File: src/rtl/pcm_tx_pkg.sv
package pcm_tx_pkg;
  typedef enum logic {
    MODE_SHORT = 1'b0,
    MODE_LONG  = 1'b1
  } sync_mode_e;
endpackage

File: src/rtl/pcm_tx_edge.sv
module pcm_tx_edge #(
  parameter int N = 2
) (
  input  logic         clk_i,
  input  logic         rst_ni,
  input  logic [N-1:0] lvl_i,
  output logic [N-1:0] rise_o,
  output logic [N-1:0] fall_o
);
  logic [N-1:0] lvl_q;

  always_ff @(posedge clk_i or negedge rst_ni) begin
    if (!rst_ni) lvl_q <= '0;
    else         lvl_q <= lvl_i;
  end

  assign rise_o = lvl_i & ~lvl_q;
  assign fall_o = ~lvl_i & lvl_q;
endmodule

File: src/rtl/pcm_tx_sync_class.sv
module pcm_tx_sync_class
  import pcm_tx_pkg::*;
#(
  parameter int LONG_MIN = 3,
  localparam int CNT_W = $clog2(LONG_MIN + 1)
) (
  input  logic       clk_i,
  input  logic       rst_ni,
  input  logic       pwr_i,
  input  logic       fs_i,
  input  logic       fs_fall_i,
  input  logic       bclk_fall_i,
  output sync_mode_e mode_o,
  output logic       first_fall_o
);
  localparam logic [CNT_W-1:0] CNT_MAX = CNT_W'(LONG_MIN);

  logic [CNT_W-1:0] cnt_q;
  sync_mode_e       mode_q;

  always_ff @(posedge clk_i or negedge rst_ni) begin
    if (!rst_ni) begin
      cnt_q  <= '0;
      mode_q <= MODE_SHORT;
    end else if (!pwr_i) begin
      cnt_q  <= '0;
      mode_q <= MODE_SHORT;
    end else begin
      if (!fs_i)                              cnt_q <= '0;
      else if (bclk_fall_i && cnt_q != CNT_MAX) cnt_q <= cnt_q + 1'b1;
      // width is judged once the pulse ends
      if (fs_fall_i) mode_q <= (cnt_q >= CNT_MAX) ? MODE_LONG : MODE_SHORT;
    end
  end

  assign mode_o       = mode_q;
  assign first_fall_o = bclk_fall_i & fs_i & (cnt_q == '0);
endmodule

File: src/rtl/pcm_tx_shift.sv
module pcm_tx_shift #(
  parameter int WORD_W = 8
) (
  input  logic              clk_i,
  input  logic              rst_ni,
  input  logic              load_i,
  input  logic [WORD_W-1:0] word_i,
  input  logic              start_i,
  input  logic              shift_i,
  output logic              msb_o
);
  logic [WORD_W-1:0] stage_q;
  logic [WORD_W-1:0] sr_q;

  always_ff @(posedge clk_i or negedge rst_ni) begin
    if (!rst_ni)     stage_q <= '0;
    else if (load_i) stage_q <= word_i;
  end

  always_ff @(posedge clk_i or negedge rst_ni) begin
    if (!rst_ni)       sr_q <= '0;
    else if (start_i)  sr_q <= stage_q;
    else if (shift_i)  sr_q <= {sr_q[WORD_W-2:0], 1'b0};
  end

  assign msb_o = sr_q[WORD_W-1];
endmodule

File: src/rtl/pcm_tx_seq.sv
module pcm_tx_seq
  import pcm_tx_pkg::*;
#(
  parameter int WORD_W = 8,
  localparam int IDX_W = $clog2(WORD_W)
) (
  input  logic       clk_i,
  input  logic       rst_ni,
  input  logic       pwr_i,
  input  logic       bclk_i,
  input  logic       bclk_rise_i,
  input  logic       bclk_fall_i,
  input  logic       fs_rise_i,
  input  logic       first_fall_i,
  input  sync_mode_e mode_i,
  output logic       start_o,
  output logic       shift_o,
  output logic       active_o
);
  localparam logic [IDX_W-1:0] IDX_LAST = IDX_W'(WORD_W - 1);

  logic             active_q, armed_q, long_q;
  logic [IDX_W-1:0] idx_q;
  logic             start_now, arm_set, last_bit, stop;
  logic             is_long;

  always_comb begin
    is_long   = (mode_i == MODE_LONG);
    // long mode: sync rising while bit clock is already high starts at once
    start_now = !active_q && ((armed_q && bclk_rise_i) ||
                              (is_long && !armed_q && fs_rise_i && bclk_i));
    arm_set   = !active_q && !armed_q &&
                ((!is_long && first_fall_i) || (is_long && fs_rise_i && !bclk_i));
    last_bit  = (idx_q == IDX_LAST);
    shift_o   = active_q && bclk_rise_i && !last_bit;
    stop      = active_q && last_bit && (long_q ? bclk_rise_i : bclk_fall_i);
  end

  always_ff @(posedge clk_i or negedge rst_ni) begin
    if (!rst_ni) begin
      active_q <= 1'b0;
      armed_q  <= 1'b0;
      long_q   <= 1'b0;
      idx_q    <= '0;
    end else if (!pwr_i) begin
      active_q <= 1'b0;
      armed_q  <= 1'b0;
      long_q   <= 1'b0;
      idx_q    <= '0;
    end else begin
      if (arm_set) begin
        armed_q <= 1'b1;
        long_q  <= is_long;
      end
      if (start_now) begin
        active_q <= 1'b1;
        armed_q  <= 1'b0;
        idx_q    <= '0;
        if (!armed_q) long_q <= is_long;
      end else if (shift_o) begin
        idx_q <= idx_q + 1'b1;
      end
      if (stop) active_q <= 1'b0;
    end
  end

  assign start_o  = start_now;
  assign active_o = active_q;
endmodule

File: src/rtl/pcm_tx_port.sv
module pcm_tx_port
  import pcm_tx_pkg::*;
#(
  parameter int WORD_W   = 8,
  parameter int LONG_MIN = 3
) (
  input  logic              clk_i,
  input  logic              rst_ni,
  input  logic              pwr_en_i,
  input  logic              bclk_i,
  input  logic              fsync_i,
  input  logic [WORD_W-1:0] pcm_i,
  input  logic              pcm_load_i,
  output logic              dx_o,
  output logic              dx_oe_o
);
  logic [1:0] rise, fall;
  sync_mode_e mode;
  logic       first_fall, start, shift, active, msb;

  pcm_tx_edge #(.N(2)) i_edge (
    .clk_i  (clk_i),
    .rst_ni (rst_ni),
    .lvl_i  ({fsync_i, bclk_i}),
    .rise_o (rise),
    .fall_o (fall)
  );

  pcm_tx_sync_class #(.LONG_MIN(LONG_MIN)) i_class (
    .clk_i        (clk_i),
    .rst_ni       (rst_ni),
    .pwr_i        (pwr_en_i),
    .fs_i         (fsync_i),
    .fs_fall_i    (fall[1]),
    .bclk_fall_i  (fall[0]),
    .mode_o       (mode),
    .first_fall_o (first_fall)
  );

  pcm_tx_seq #(.WORD_W(WORD_W)) i_seq (
    .clk_i        (clk_i),
    .rst_ni       (rst_ni),
    .pwr_i        (pwr_en_i),
    .bclk_i       (bclk_i),
    .bclk_rise_i  (rise[0]),
    .bclk_fall_i  (fall[0]),
    .fs_rise_i    (rise[1]),
    .first_fall_i (first_fall),
    .mode_i       (mode),
    .start_o      (start),
    .shift_o      (shift),
    .active_o     (active)
  );

  pcm_tx_shift #(.WORD_W(WORD_W)) i_shift (
    .clk_i   (clk_i),
    .rst_ni  (rst_ni),
    .load_i  (pcm_load_i),
    .word_i  (pcm_i),
    .start_i (start),
    .shift_i (shift),
    .msb_o   (msb)
  );

  // permission gates the enable without waiting for a clock
  assign dx_oe_o = active & pwr_en_i;
  assign dx_o    = dx_oe_o & msb;
endmodule

File: config.mk
export PLATFORM = sky130hd
export DESIGN_NAME = pcm_tx_port
export DESIGN_NICKNAME = d
export VERILOG_FILES = /design/src/rtl/pcm_tx_pkg.sv /design/src/rtl/pcm_tx_edge.sv /design/src/rtl/pcm_tx_sync_class.sv /design/src/rtl/pcm_tx_shift.sv /design/src/rtl/pcm_tx_seq.sv /design/src/rtl/pcm_tx_port.sv
export SDC_FILE = /design/constraint.sdc
export NUM_CORES = 1
export LEC_CHECK = 0
export ABC_AREA = 1
export BUFFER_PORTS_ARGS = -buffer_cell sky130_fd_sc_hd__buf_2
export CORE_MARGIN = 1
export CORE_UTILIZATION = 43
export DETAILED_ROUTE_END_ITERATION = 6
export PLACE_DENSITY = 0.71
export SYNTH_ARGS = -nofsm -noshare
export SYNTH_HDL_FRONTEND = slang
export SYNTH_SLANG_ARGS = --single-unit
File: constraint.sdc
create_clock -name clk_i -period 2.52 [get_ports clk_i]
set_input_delay 0 -clock clk_i [delete_from_list [all_inputs] [get_ports clk_i]]
set_output_delay 0 -clock clk_i [all_outputs]
set_load 0.02 [all_outputs]
# After elaboration in Yosys (flattened, before gate mapping)
# Index checks and enable logic that the tools add are counted.
# op_classes
n_mux	22
eq_ne	7
reduce_logical	24
add_sub_neg	2
n_bitwise	8
order_cmp	1
# op_table
operator	n
$mux W8	2
$logic_and A1 B1 Y1	15
$mux W1	14
$mux W3	3
$ne A3 B1 Y1 const B	3
$mux W2	3
$logic_not A1 Y1	5
$and A1 B1 Y1	4
$and A2 B2 Y2	2
$not A2 Y2	2
$add A3 B1 Y3 const B	1
$eq A3 B3 Y1 const B	1
$ne A3 B2 Y1 const B	1
$add A2 B1 Y2 const B	1
$ge A2 B2 Y1 const B	1
$logic_not A2 Y1	1
$logic_or A1 B1 Y1	2
$ne A2 B1 Y1 const B	1
$ne A2 B2 Y1 const B	1
$reduce_bool A2 Y1	1
# totals
out_inout_bits	2
in_bits	14
reg_bits	27
word_cells	73

# Longest topological paths before layout
# logic_depth
word_depth	11
ltp_mapped	7
depth_no_buf	7

# Cells and area by module
# Synthesis repeated with hierarchy kept, for this count alone.
# hier_totals
cells_unflattened	184
hier_area_um2	1392.6
# modules_own_cells
mod	cells_each	area_per_inst_um2	n_inst
pcm_tx_shift	89	718.2	1
pcm_tx_seq	56	392.9	1
pcm_tx_sync_class	25	183.9	1
pcm_tx_edge	10	80.1	1
pcm_tx_port	4	17.5	1

# Worst setup path after synthesis
# Ideal clock, no wire load.
# synth_path
kind	reg2reg
start	register i_seq.idx_q[0]
end	register i_shift.sr_q[2]
synth_period_minus_slack_ps	1337
path_slack_ps	1183
stages_incl_launch_ff	8
setup_time_ps	127
arrival_ps	1210
cell_sequence	dfrtp_1 ha_1 ha_1 inv_1 nand3_2 buf_6 nand3_1 o211ai_2
# synth_between
elab_chain_cells	4
# synth_rtl
element	line	rtl
start, declared	pcm_tx_seq.sv:23	logic [IDX_W-1:0] idx_q;
start signal, assigned	pcm_tx_seq.sv:61	idx_q <= idx_q + 1'b1;
$eq A3 B3 Y1	pcm_tx_seq.sv:34	last_bit = (idx_q == IDX_LAST);
$logic_not A1 Y1	pcm_tx_seq.sv:35	shift_o = active_q && bclk_rise_i && !last_bit;
$logic_and A1 B1 Y1	pcm_tx_seq.sv:35	
$reduce_bool A2 Y1 (no source line)	n/a	
end signal, assigned	pcm_tx_shift.sv:22	else if (start_i) sr_q <= stage_q;
end signal, assigned	pcm_tx_shift.sv:23	else if (shift_i) sr_q <= {sr_q[WORD_W-2:0], 1'b0};
end, declared	pcm_tx_shift.sv:13	logic [WORD_W-1:0] sr_q;
# No other way between the ends.
# A chain may end at the register's enable or synchronous reset.

# Worst setup path in the final report
# layout_path
start	register i_seq.idx_q[0]
end	register i_seq.idx_q[2]
# layout_between
elab_chain_cells	4
# layout_rtl
element	line
$add A3 B1 Y3 / $eq A3 B3 Y1 (equally long branches)	pcm_tx_seq.sv:61, pcm_tx_seq.sv:34
$mux W3 / $logic_not A1 Y1 (equally long branches)	pcm_tx_seq.sv:60, pcm_tx_seq.sv:35
$mux W3 / $logic_and A1 B1 Y1 (equally long branches)	pcm_tx_seq.sv:55, pcm_tx_seq.sv:35
$mux W3 / $ne A3 B1 Y1 (equally long branches)	n/a
# Several ways; a longest one is shown, not always the timed one. The select of a mux whose other input is x is not followed.

==> metrics.yaml <==
status:
  outcome: "finished, violations left"
  failed_checks: "design-rule violations"
finish:
  syn2layout_area_growth_pct: 16.0
  n_fill_cell: 252
  drive_above_1_share_pct: 23.5
  mostFrequentLayoutCells: "dfrtp_1 (27), nand2_1 (25), inv_1 (19)"
  antennaDiodeCount: 0
  final_net_count: 189
  fin_cells: 201
  layout_commonest_cell: "dfrtp_1"
  finalCoreUtilization_pct: 54.9
synth:
  syn_inst: 144
  synth_flop_cell: "dfrtp_1"
  yosysWarnings: 0
  synthesis.area_um2: 1350
  ys_seq_area_share_pct: 50.0
  yosys.cell_types.count: 27
  async_flop_share_pct: 100
  synth_nets: 162
  ys_seq_elements: 27
  syn-mean-instance-area_um2: 9.38
  synth-edff-count: 0
drt:
  drtIter0Drc: 36
  via_per_inst: 5.15
  ant_nets: 0
  vias: 1036
  post-route-drc-count: 1
  routed_wl_um: 2440
  firstDrtPassIters: 6
  drt-wirelength-per-cell_um: 12.1
sta:
  slew_violations: 0
  fmax_mhz: 612
  maxSlewHeadroom_pct: 60.1
  period_needed_ns: 1.63
  finalCritPeriodShare_pct: 64.8
  worstMarginPinSlew_ns: 0.598
  fin_skew_ns: 0.00632
  finalSetupViolCount: 0
  finalHoldViolCount: 0
  layout_setup_ws_ns: 0.886
  fin_tns_setup_ns: 0
  rsz0062_at_grt: "no"
worst_setup_path:
  worstSetupPathType: "reg2reg"
  startpoint: "i_seq.idx_q[0]$_DFFE_PN0P_"
  r2r_slack_ns: 0.89
  r2r-end: "i_seq.idx_q[2]$_DFFE_PN0P_"
  reg2reg_depth: 7
  cp_max_fo: 12
  cp.required_ns: 2.80
  critPathCaptureType: "flop"
  cp_data_arrival_time_ns: 1.92
  cp-start-kind: "flop"
  r2r-start: "i_seq.idx_q[0]$_DFFE_PN0P_"
  cp-endpoint: "i_seq.idx_q[2]$_DFFE_PN0P_"
clocking:
  clk_pin_slew_ns: 0.15
  cts_root_buffer: "clkbuf_4"
  tritoncts: "built"
  cts_sinks: 27
  ctsResizeCount: 0
  clockBufferDepth: 2
  htreeDepth: 1
  post_cts_buffers: 0
  cts_inserted_buffers: 3
  insertion_delay_ns: 0.34
placed_design:
  place_congestion: 0.792
  pre_cts_ws_ns: 0.907
  numPlacedInstances: 185
  dp_hpwl_um: 1710
  portBuffers: 15
global_route:
  overflow: 0
  grt_max_degree: 28
  grt_usage_pct: 16.6
  grt_pass1_wl_um: 4290
  grt_pass1_vias: 1014
  antenna_found_initial: 0
floorplanning:
  fp.dieW_um: 58.0
  die_h_um: 58.0
  num_rows: 19
  coreArea_um2: 2850
  io_pins: 16
  start_util_pct: 47.3
  fp.dieArea_um2: 3370
flow_run:
  drv_cap: 0
power:
  switching_power_mw: 0.262
  power.density_nw_per_um2: 580
  leakage_nw: 0.785
  pwr-share-comb_pct: 18.6
  swShare_pct: 28.9
  p_int_mw: 0.646
  p_seq_share_pct: 60.0
  ir_worst_vdd_uv: 301
  clock_power_share_pct: 21.4
min_path:
  hold_path_class: "in2reg"
-- layer usage --
metal	vias up	routed length [um]	global-route usage [%]
met2	14	1110	26.9
met3	5	62	2.01
met5	-	0	0
met1	491	1210	22.5
met4	0	52	7.14
li1	526	-	-
-- power by group through the flow --
| stage | clock network (mW) | registers [mW] | logic, mW |
|---|---|---|---|
| after floorplan | 0 | 0.538 | 0.119 |
| after global placement | 0 | 0.554 | 0.152 |
| after detailed placement | 0 | 0.552 | 0.158 |
| after CTS | 0.196 | 0.545 | 0.171 |
| after global routing | 0.218 | 0.556 | 0.194 |
| final | 0.194 | 0.545 | 0.169 |
-- cell usage after synthesis, types with 3 or more instances --
cell	instances	area (um2)
nand3_1	8	40.0
o21ai_2	3	26.3
nand2_1	25	93.8
dfrtp_1	27	676
nor2_1	9	33.8
ha_1	4	50.1
o211ai_2	5	62.6
nand4_1	4	25.0
a21oi_1	4	20.0
nor3_1	3	15.0
o21ai_0	9	45.0
nand3_2	3	30.0
buf_6	3	33.8
inv_1	19	71.3
inv_2	3	11.3
-- state kept, by name, indices dropped and copies added (netlist names) --
signal	flops
i_class.cnt_q	2
i_shift.sr_q	8
i_seq.armed_q	1
i_shift.stage_q	8
i_edge.lvl_q	2
i_class.mode_o	1
i_seq.active_o	1
i_seq.idx_q	3
i_seq.long_q	1
-- final cells by class --
class / count / area [um2] / area share, %
multi-input combinational: 89 / 542 / 34.6
clock buffer: 3 / 22.5 / 1.44
clock inverter: 1 / 5.00 / 0.319
timing repair buffer: 27 / 195 / 12.5
tap: 31 / 38.8 / 2.48
inverter: 23 / 87.6 / 5.59
sequential: 27 / 676 / 43.1
-- timing repair --
item	4_1_cts	5_1_grt
endpoints found under the setup margin	0	0
endpoints found under the hold margin	39	0
hold buffers	12	0
-- how the worst min path moves through the flow --
stage | slack, ns | end | cells after the start | from
global route | 0.02 | i_shift.stage_q[3]$_DFFE_PN0P_ | 3 | pcm_load_i
CTS | 0.008 | i_shift.stage_q[6]$_DFFE_PN0P_ | 3 | pcm_load_i
global placement | 0.04 | i_seq.armed_q$_DFFE_PN0P_ | 1 | rst_ni
detailed placement | 0.04 | i_seq.armed_q$_DFFE_PN0P_ | 1 | rst_ni
floorplan | -0.30 | i_class.cnt_q[0]$_DFFE_PN0P_ | 0 | rst_ni
finish | 0.007 | i_shift.stage_q[6]$_DFFE_PN0P_ | 3 | pcm_load_i
-- logic make-up after synthesis --
group,Yosys count,synth area share [%]
flops,27,50.0
buf+inv,28,9.82
simple gates,57,21.1
compound gates,26,13.6
fa+ha+maj,4,3.71
mux,2,1.67
-- worst max-delay path, stage by stage, from the launching register on --
cell	delay (ns)
dfrtp_1	0.44
ha_1	0.23
ha_1	0.18
inv_1	0.08
nand3_2	0.22
clkinv_2	0.20
nand3_4	0.11
o21ai_2	0.13
-- through the flow --
step                area (um2)  hold WS, ns  power, mW
floorplan                 1350       -0.296      0.657
detailed placement        1420       0.0441      0.710
global route              1570       0.0219      0.968
finish                    1570      0.00714      0.908
global placement          1420       0.0362      0.706
CTS                       1570      0.00808      0.912
No activity file was read; power rests on OpenSTA's default activity.
